<file path="src/rtl/vpt_tlb_pkg.sv">
package vpt_tlb_pkg;
   typedef enum logic [2:0] {
      OP_INSERT    = 3'd0,
      OP_PURGE     = 3'd1,
      OP_FLUSH_ALL = 3'd2,
      OP_PIN_SET   = 3'd3,
      OP_PIN_CLR   = 3'd4
   } tlb_op_e;

   localparam int unsigned OP_LAST = 4;
endpackage

</file>
<file path="src/rtl/vpt_tlb_cmp.sv">
module vpt_tlb_cmp #(
   parameter int VA_W = 32
) (
   input  logic            ent_ok,
   input  logic [VA_W-1:0] ent_lo,
   input  logic [VA_W-1:0] ent_hi,
   input  logic [VA_W-1:0] probe,
   input  logic [VA_W-1:0] rng_lo,
   input  logic [VA_W-1:0] rng_hi,
   output logic            hit,
   output logic            ovl
);
   assign hit = ent_ok && (probe >= ent_lo) && (probe <= ent_hi);
   assign ovl = ent_ok && (ent_lo <= rng_hi) && (ent_hi >= rng_lo);
endmodule

</file>
<file path="src/rtl/vpt_tlb_victim.sv">
module vpt_tlb_victim #(
   parameter int N_ENT = 8,
   parameter int N_PIN = 2,
   localparam int IDX_W = $clog2(N_ENT)
) (
   input  logic             clk,
   input  logic             rst_n,
   input  logic [N_ENT-1:0] free_vec,
   input  logic             alloc,
   input  logic             restart,
   output logic [IDX_W-1:0] victim
);
   logic [IDX_W-1:0] rr_q;
   logic [IDX_W-1:0] low_free;
   logic             any_free;

   always_comb begin
      low_free = '0;
      for (int i = N_ENT - 1; i >= 0; i--) begin
         if (free_vec[i]) low_free = IDX_W'(i);
      end
   end

   assign any_free = |free_vec;
   assign victim   = any_free ? low_free : rr_q;

   always_ff @(posedge clk or negedge rst_n) begin
      if (!rst_n) begin
         rr_q <= IDX_W'(N_PIN);
      end else if (restart) begin
         rr_q <= IDX_W'(N_PIN);
      end else if (alloc && !any_free) begin
         rr_q <= (rr_q == IDX_W'(N_ENT - 1)) ? IDX_W'(N_PIN) : rr_q + 1'b1;
      end
   end
endmodule

</file>
<file path="src/rtl/vpt_tlb.sv">
module vpt_tlb
   import vpt_tlb_pkg::*;
#(
   parameter int VA_W      = 32,
   parameter int PA_W      = 28,
   parameter int PAGE_BITS = 12,
   parameter int N_ENT     = 8,
   parameter int N_PIN     = 2,
   parameter int LEN_W     = 16,
   localparam int IDX_W    = $clog2(N_ENT),
   localparam int PPN_W    = PA_W - PAGE_BITS
) (
   input  logic             clk,
   input  logic             rst_n,
   input  logic             cmd_valid,
   output logic             cmd_ready,
   input  logic [2:0]       cmd_op,
   input  logic [VA_W-1:0]  cmd_addr,
   input  logic [PPN_W-1:0] cmd_ppn,
   input  logic [3:0]       cmd_size,
   input  logic [LEN_W-1:0] cmd_len,
   input  logic [IDX_W-1:0] cmd_slot,
   output logic             cmd_err,
   input  logic [VA_W-1:0]  lk_va,
   output logic             lk_hit,
   output logic [IDX_W-1:0] lk_idx,
   output logic [PA_W-1:0]  lk_pa
);
   localparam int WW = VA_W + LEN_W + 1;

   if (N_PIN < 1 || N_PIN >= N_ENT) begin : g_bad_pin
      $error("vpt_tlb: N_PIN must lie in 1..N_ENT-1");
   end
   if (PAGE_BITS < 4 || PA_W <= PAGE_BITS || VA_W <= PAGE_BITS) begin : g_bad_width
      $error("vpt_tlb: page size or address widths out of range");
   end

   function automatic logic [VA_W-1:0] va_span(input logic [3:0] code);
      int sh;
      sh = PAGE_BITS + 2 * int'(code);
      return ~({VA_W{1'b1}} << sh);
   endfunction

   function automatic logic [PA_W-1:0] pa_span(input logic [3:0] code);
      int sh;
      sh = PAGE_BITS + 2 * int'(code);
      return ~({PA_W{1'b1}} << sh);
   endfunction

   // Entry storage
   logic            ent_ok [N_ENT];
   logic [VA_W-1:0] ent_lo [N_ENT];
   logic [VA_W-1:0] ent_hi [N_ENT];
   logic [PA_W-1:0] ent_pa [N_ENT];
   logic [N_ENT-1:0] valid_vec, hit_vec, ovl_vec, free_vec;

   // Command decode
   tlb_op_e op;
   logic    fire, do_ins, do_pur, do_all, slot_ok, pin_set_ok, pin_clr_ok, bad_cmd;
   assign op         = tlb_op_e'(cmd_op);
   assign fire       = cmd_valid && cmd_ready;
   assign do_ins     = fire && (op == OP_INSERT);
   assign do_pur     = fire && (op == OP_PURGE);
   assign do_all     = fire && (op == OP_FLUSH_ALL);
   assign slot_ok    = int'(cmd_slot) < N_PIN;
   assign pin_set_ok = fire && (op == OP_PIN_SET) && slot_ok && (cmd_len != '0);
   assign pin_clr_ok = fire && (op == OP_PIN_CLR) && slot_ok;
   assign bad_cmd    = fire && (((op == OP_PIN_SET) && !(slot_ok && (cmd_len != '0))) ||
                                ((op == OP_PIN_CLR) && !slot_ok) ||
                                (int'(cmd_op) > int'(OP_LAST)));

   // Range arithmetic
   logic [VA_W-1:0] ins_mask, ins_lo, ins_hi, pg_lo, pg_mask, pg_hi, pin_hi, rng_lo, rng_hi;
   logic [PA_W-1:0] ins_pa, pin_pa;
   logic [VA_W:0]   pg_sum;
   logic [WW-1:0]   pin_sum;

   assign ins_mask = va_span(cmd_size);
   assign ins_lo   = cmd_addr & ~ins_mask;
   assign ins_hi   = ins_lo | ins_mask;
   assign pin_pa   = {cmd_ppn, {PAGE_BITS{1'b0}}};
   assign ins_pa   = pin_pa & ~pa_span(cmd_size);

   assign pg_lo    = {cmd_addr[VA_W-1:PAGE_BITS], {PAGE_BITS{1'b0}}};
   assign pg_mask  = va_span(cmd_addr[3:0]);
   assign pg_sum   = {1'b0, pg_lo} + {1'b0, pg_mask};
   assign pg_hi    = pg_sum[VA_W] ? {VA_W{1'b1}} : pg_sum[VA_W-1:0];

   assign pin_sum  = WW'(pg_lo) + (WW'(cmd_len) << PAGE_BITS) - WW'(1);
   assign pin_hi   = (|pin_sum[WW-1:VA_W]) ? {VA_W{1'b1}} : pin_sum[VA_W-1:0];

   assign rng_lo   = (op == OP_INSERT) ? ins_lo : pg_lo;
   assign rng_hi   = (op == OP_INSERT) ? ins_hi : pg_hi;

   // Per-entry compare and state
   for (genvar i = 0; i < N_ENT; i++) begin : g_ent
      vpt_tlb_cmp #(.VA_W(VA_W)) u_cmp (
         .ent_ok (ent_ok[i]),
         .ent_lo (ent_lo[i]),
         .ent_hi (ent_hi[i]),
         .probe  (lk_va),
         .rng_lo (rng_lo),
         .rng_hi (rng_hi),
         .hit    (hit_vec[i]),
         .ovl    (ovl_vec[i])
      );
      assign valid_vec[i] = ent_ok[i];

      if (i < N_PIN) begin : g_pin
         assign free_vec[i] = 1'b0;
         always_ff @(posedge clk or negedge rst_n) begin
            if (!rst_n) begin
               ent_ok[i] <= 1'b0;
               ent_lo[i] <= '0;
               ent_hi[i] <= '0;
               ent_pa[i] <= '0;
            end else if (pin_set_ok && cmd_slot == IDX_W'(i)) begin
               ent_ok[i] <= 1'b1;
               ent_lo[i] <= pg_lo;
               ent_hi[i] <= pin_hi;
               ent_pa[i] <= pin_pa;
            end else if (pin_clr_ok && cmd_slot == IDX_W'(i)) begin
               ent_ok[i] <= 1'b0;
            end
         end
      end else begin : g_ord
         assign free_vec[i] = !ent_ok[i] || ovl_vec[i];
         always_ff @(posedge clk or negedge rst_n) begin
            if (!rst_n) begin
               ent_ok[i] <= 1'b0;
               ent_lo[i] <= '0;
               ent_hi[i] <= '0;
               ent_pa[i] <= '0;
            end else if (do_all) begin
               ent_ok[i] <= 1'b0;
            end else if (do_ins && vic_idx == IDX_W'(i)) begin
               ent_ok[i] <= 1'b1;
               ent_lo[i] <= ins_lo;
               ent_hi[i] <= ins_hi;
               ent_pa[i] <= ins_pa;
            end else if ((do_ins || do_pur) && ovl_vec[i]) begin
               ent_ok[i] <= 1'b0;
            end
         end
      end
   end

   logic [IDX_W-1:0] vic_idx;
   vpt_tlb_victim #(.N_ENT(N_ENT), .N_PIN(N_PIN)) u_victim (
      .clk      (clk),
      .rst_n    (rst_n),
      .free_vec (free_vec),
      .alloc    (do_ins),
      .restart  (do_all),
      .victim   (vic_idx)
   );

   // Lookup: lowest matching index wins
   logic [IDX_W-1:0] sel;
   always_comb begin
      sel = '0;
      for (int i = N_ENT - 1; i >= 0; i--) begin
         if (hit_vec[i]) sel = IDX_W'(i);
      end
   end
   assign lk_hit = |hit_vec;
   assign lk_idx = sel;
   assign lk_pa  = ent_pa[sel] + PA_W'(lk_va - ent_lo[sel]);

   always_ff @(posedge clk or negedge rst_n) begin
      if (!rst_n) begin
         cmd_ready <= 1'b0;
         cmd_err   <= 1'b0;
      end else begin
         cmd_ready <= 1'b1;
         cmd_err   <= bad_cmd;
      end
   end
endmodule

</file>
<file path="config.mk">
export PLATFORM = sky130hd
export DESIGN_NAME = vpt_tlb
export DESIGN_NICKNAME = d
export VERILOG_FILES = /design/src/rtl/vpt_tlb_pkg.sv /design/src/rtl/vpt_tlb_cmp.sv /design/src/rtl/vpt_tlb_victim.sv /design/src/rtl/vpt_tlb.sv
export SDC_FILE = /design/constraint.sdc
export NUM_CORES = 2
export LEC_CHECK = 0
export BUFFER_PORTS_ARGS = -buffer_cell sky130_fd_sc_hd__buf_4
export CORE_ASPECT_RATIO = 1.75
export CORE_MARGIN = 10
export CORE_UTILIZATION = 48
export CTS_CLUSTER_DIAMETER = 200
export CTS_CLUSTER_SIZE = 30
export DETAILED_ROUTE_END_ITERATION = 12
export PLACE_DENSITY = 0.7
export SLEW_MARGIN = 20
export SYNTH_ARGS = -nofsm -noshare
export SYNTH_HDL_FRONTEND = slang
export SYNTH_HIERARCHICAL = 1
export SYNTH_SLANG_ARGS = --single-unit
</file>
<file path="constraint.sdc">
create_clock -name clk -period 6 [get_ports clk]
set_input_delay 0.3 -clock clk [delete_from_list [all_inputs] [get_ports clk]]
set_output_delay 0.3 -clock clk [all_outputs]
set_load 0.05 [all_outputs]
</file>
==> flow_summary.ini <==
[detailed_routing]
vias = 57400
drt_first_pass_iters = 9
ant_nets = 0
vias_per_cell = 6.07
drtIter0Drc = 5324
wl_per_cell_um = 26.2
drc = 0
routed_wl_mm = 248

[finish]
final_common_cell = buf_4
nets = 9101
fin_cells = 9449
drive_gt1_share_pct = 28.1
stdcell_area_um2 = 72400
nFillCells = 8579
multiInputGateArea_um2 = 36000
area_growth_pct = 38.8
ff_latch_area_um2 = 15200
final_cell_mix = buf_4, nand2_1, inv_1

[global_route]
use_met3_pct = 7.70
grt-busiest-layer = met2
antenna_found_initial = 13
grt.overflow.total = 0
use_met2_pct = 61.6
grt_max_degree = 170
use_met1_pct = 38.7
first_global_vias = 56276
grt_usage_pct = 37.2
grt_pass1_wl_mm = 346

[sta]
skew_ns = 0.0726
period_minus_slack_ns = 7.65
max_freq_ghz = 0.131
relSlewSlack_pct = 23.4
tns_ns = -255.91
rsz0062_at_grt = true
worst_slack_ns = -1.65
setup_violations = 512
post-route-period-util_pct = 128
finalMaxSlewViolations = 0
worstMarginPinSlew_ns = 1.14
hold_violations = 0

[worst_setup_path]
path_buf_inv = 9
end_kind = output port
rr_worst_depth = 23
ff2ff_setup_slack_ns = 0.98
r2r_end = ent_hi[150]
critPathMaxStageDelay_ns = 0.92
cp.required_ns = 5.70
worstSetupEndpoint = lk_pa[26]
reg2reg_from = ent_hi[2]
cp_max_fo = 8
crit_family = compound AO/OA/AOI/OAI gates
worstPathArrival_ns = 7.35
cpMostUsedCell = buf_4
cp-startpoint = ent_lo[108]
crit_slowest_cell = o21ai_1
critPathLaunchType = flop
path_class = flop to output port
worst-path-stages = 29

[die]
core-area_um2 = 108000
start_util_pct = 48.5
dieArea_um2 = 123000
ios = 143
die_h_um = 456
die_w_um = 269
rows = 159

[synthesis]
yosysWarnings = 6
synthCells = 6552
syn_area_um2 = 52200
avgSynthCellArea_um2 = 7.96

[placement]
hpwl_mm = 171
io_buffers = 142
gp_congestion = 1.02
place_ws_ns = -1.73
placed_area_um2 = 64300
placedCellCount = 9155

[power]
ir_drop_v = 0.000314
pwr-share-clk_pct = 17.2
switching_share_pct = 41.1
p_total_uw = 13200
p_seq_share_pct = 32.8
combinationalPowerShare_pct = 50.0
p_leak_uw = 0.0362
power.switching_uw = 5440
p_int_uw = 7790
p_per_area_nw_per_um2 = 183

[flow_run]
max-cap-violations = 0

[clocking]
cts.sinks = 607
clockBufferDepth = 3
cts_tree = done
numCtsBuffers = 24
htreeDepth = 1
clock_latency_ns = 0.69
clockRootBuffer = clkbuf_16
clk_pin_slew_ns = 0.14

[worst_hold_path]
whs_path_depth = 2
hp-class = input pin to flop

[status]
violations = negative setup slack
outcome = complete, but fails checks
==> power by group through the flow <==
stage | clock network [uW] | registers (uW) | logic, uW
CTS | 2280 | 4330 | 6150
floorplan | 0 | 4410 | 2980
detailed placement | 0 | 4410 | 5570
global placement | 0 | 4400 | 5450
global route | 2430 | 4350 | 7050
finish | 2280 | 4340 | 6610
==> worst register-to-register path, stage by stage (launching register included) <==
cell	delay, ns
dfrtp_1	0.41
buf_4	0.14
ha_1	0.29
a211oi_1	0.23
o21ai_1	0.14
a221oi_1	0.48
o211ai_1	0.24
a221oi_1	0.34
buf_4	0.30
a221oi_2	0.09
nand2b_4	0.19
buf_4	0.16
nor4_4	0.27
buf_4	0.19
a21boi_4	0.07
buf_6	0.12
nor4_2	0.27
buf_4	0.19
buf_12	0.14
nand2_8	0.14
buf_12	0.19
clkbuf_16	0.18
nand2_2	0.07
o21ai_1	0.06
==> through the flow <==
step	hold WS, ns	utilization, %
5_1_grt	0.00214	67.2
6_report	0.0497	67.2
2_1_floorplan	0.00441	-
4_1_cts	0.00659	64.7
3_3_place_gp	0.418	59.7
3_5_place_dp	0.418	59.7
==> registers in the layout, summed over array words and instances, names as in the netlist <==
name / count
cmd_err: 1
cmd_ready: 1
ent_hi: 234
ent_lo: 232
ent_ok: 8
ent_pa: 128
u_victim/rr_q: 3
==> layer usage <==
metal	vias to the layer above	share of wire (%)	wire length, um
met3	1518	9.4	23300
li1	25304	-	-
met1	27084	32	80400
met2	3486	45	112000
met5	-	0.017	43
met4	8	13	31800
==> repair_timing <==
action                     4_1_cts  5_1_grt
pin swaps                      255      204
cloned                          51       28
gates resized for setup        628      507
hold endpoints to repair       140        1
setup buffers                  106       62
setup endpoints to repair      515      512
hold buffers                    22        1
==> final cells by class <==
| cell class | count | share of cell area (%) |
|---|---|---|
| Clock inverter | 1 | 0.0415 |
| Timing Repair inverter | 2 | 0.0242 |
| Clock buffer | 34 | 0.911 |
| Sequential cell | 607 | 21.0 |
| Inverter | 1002 | 5.29 |
| Multi-Input combinational cell | 4775 | 49.8 |
| Tap cell | 1449 | 2.50 |
| Antenna cell | 15 | 0.0519 |
| Timing Repair Buffer | 1564 | 20.4 |
==> how the worst min path moves through the flow <==
stage                       startpoint  slack [ns]          end
final                     cmd_addr[25]        0.05  ent_lo[249]
after global routing      cmd_addr[25]       0.002  ent_lo[249]
after CTS                 cmd_addr[26]       0.007  ent_lo[250]
after detailed placement         rst_n        0.42  ent_hi[250]
after global placement           rst_n        0.42  ent_hi[250]
after floorplan                  rst_n       0.004      cmd_err
Power figures use the tool's default switching activity.
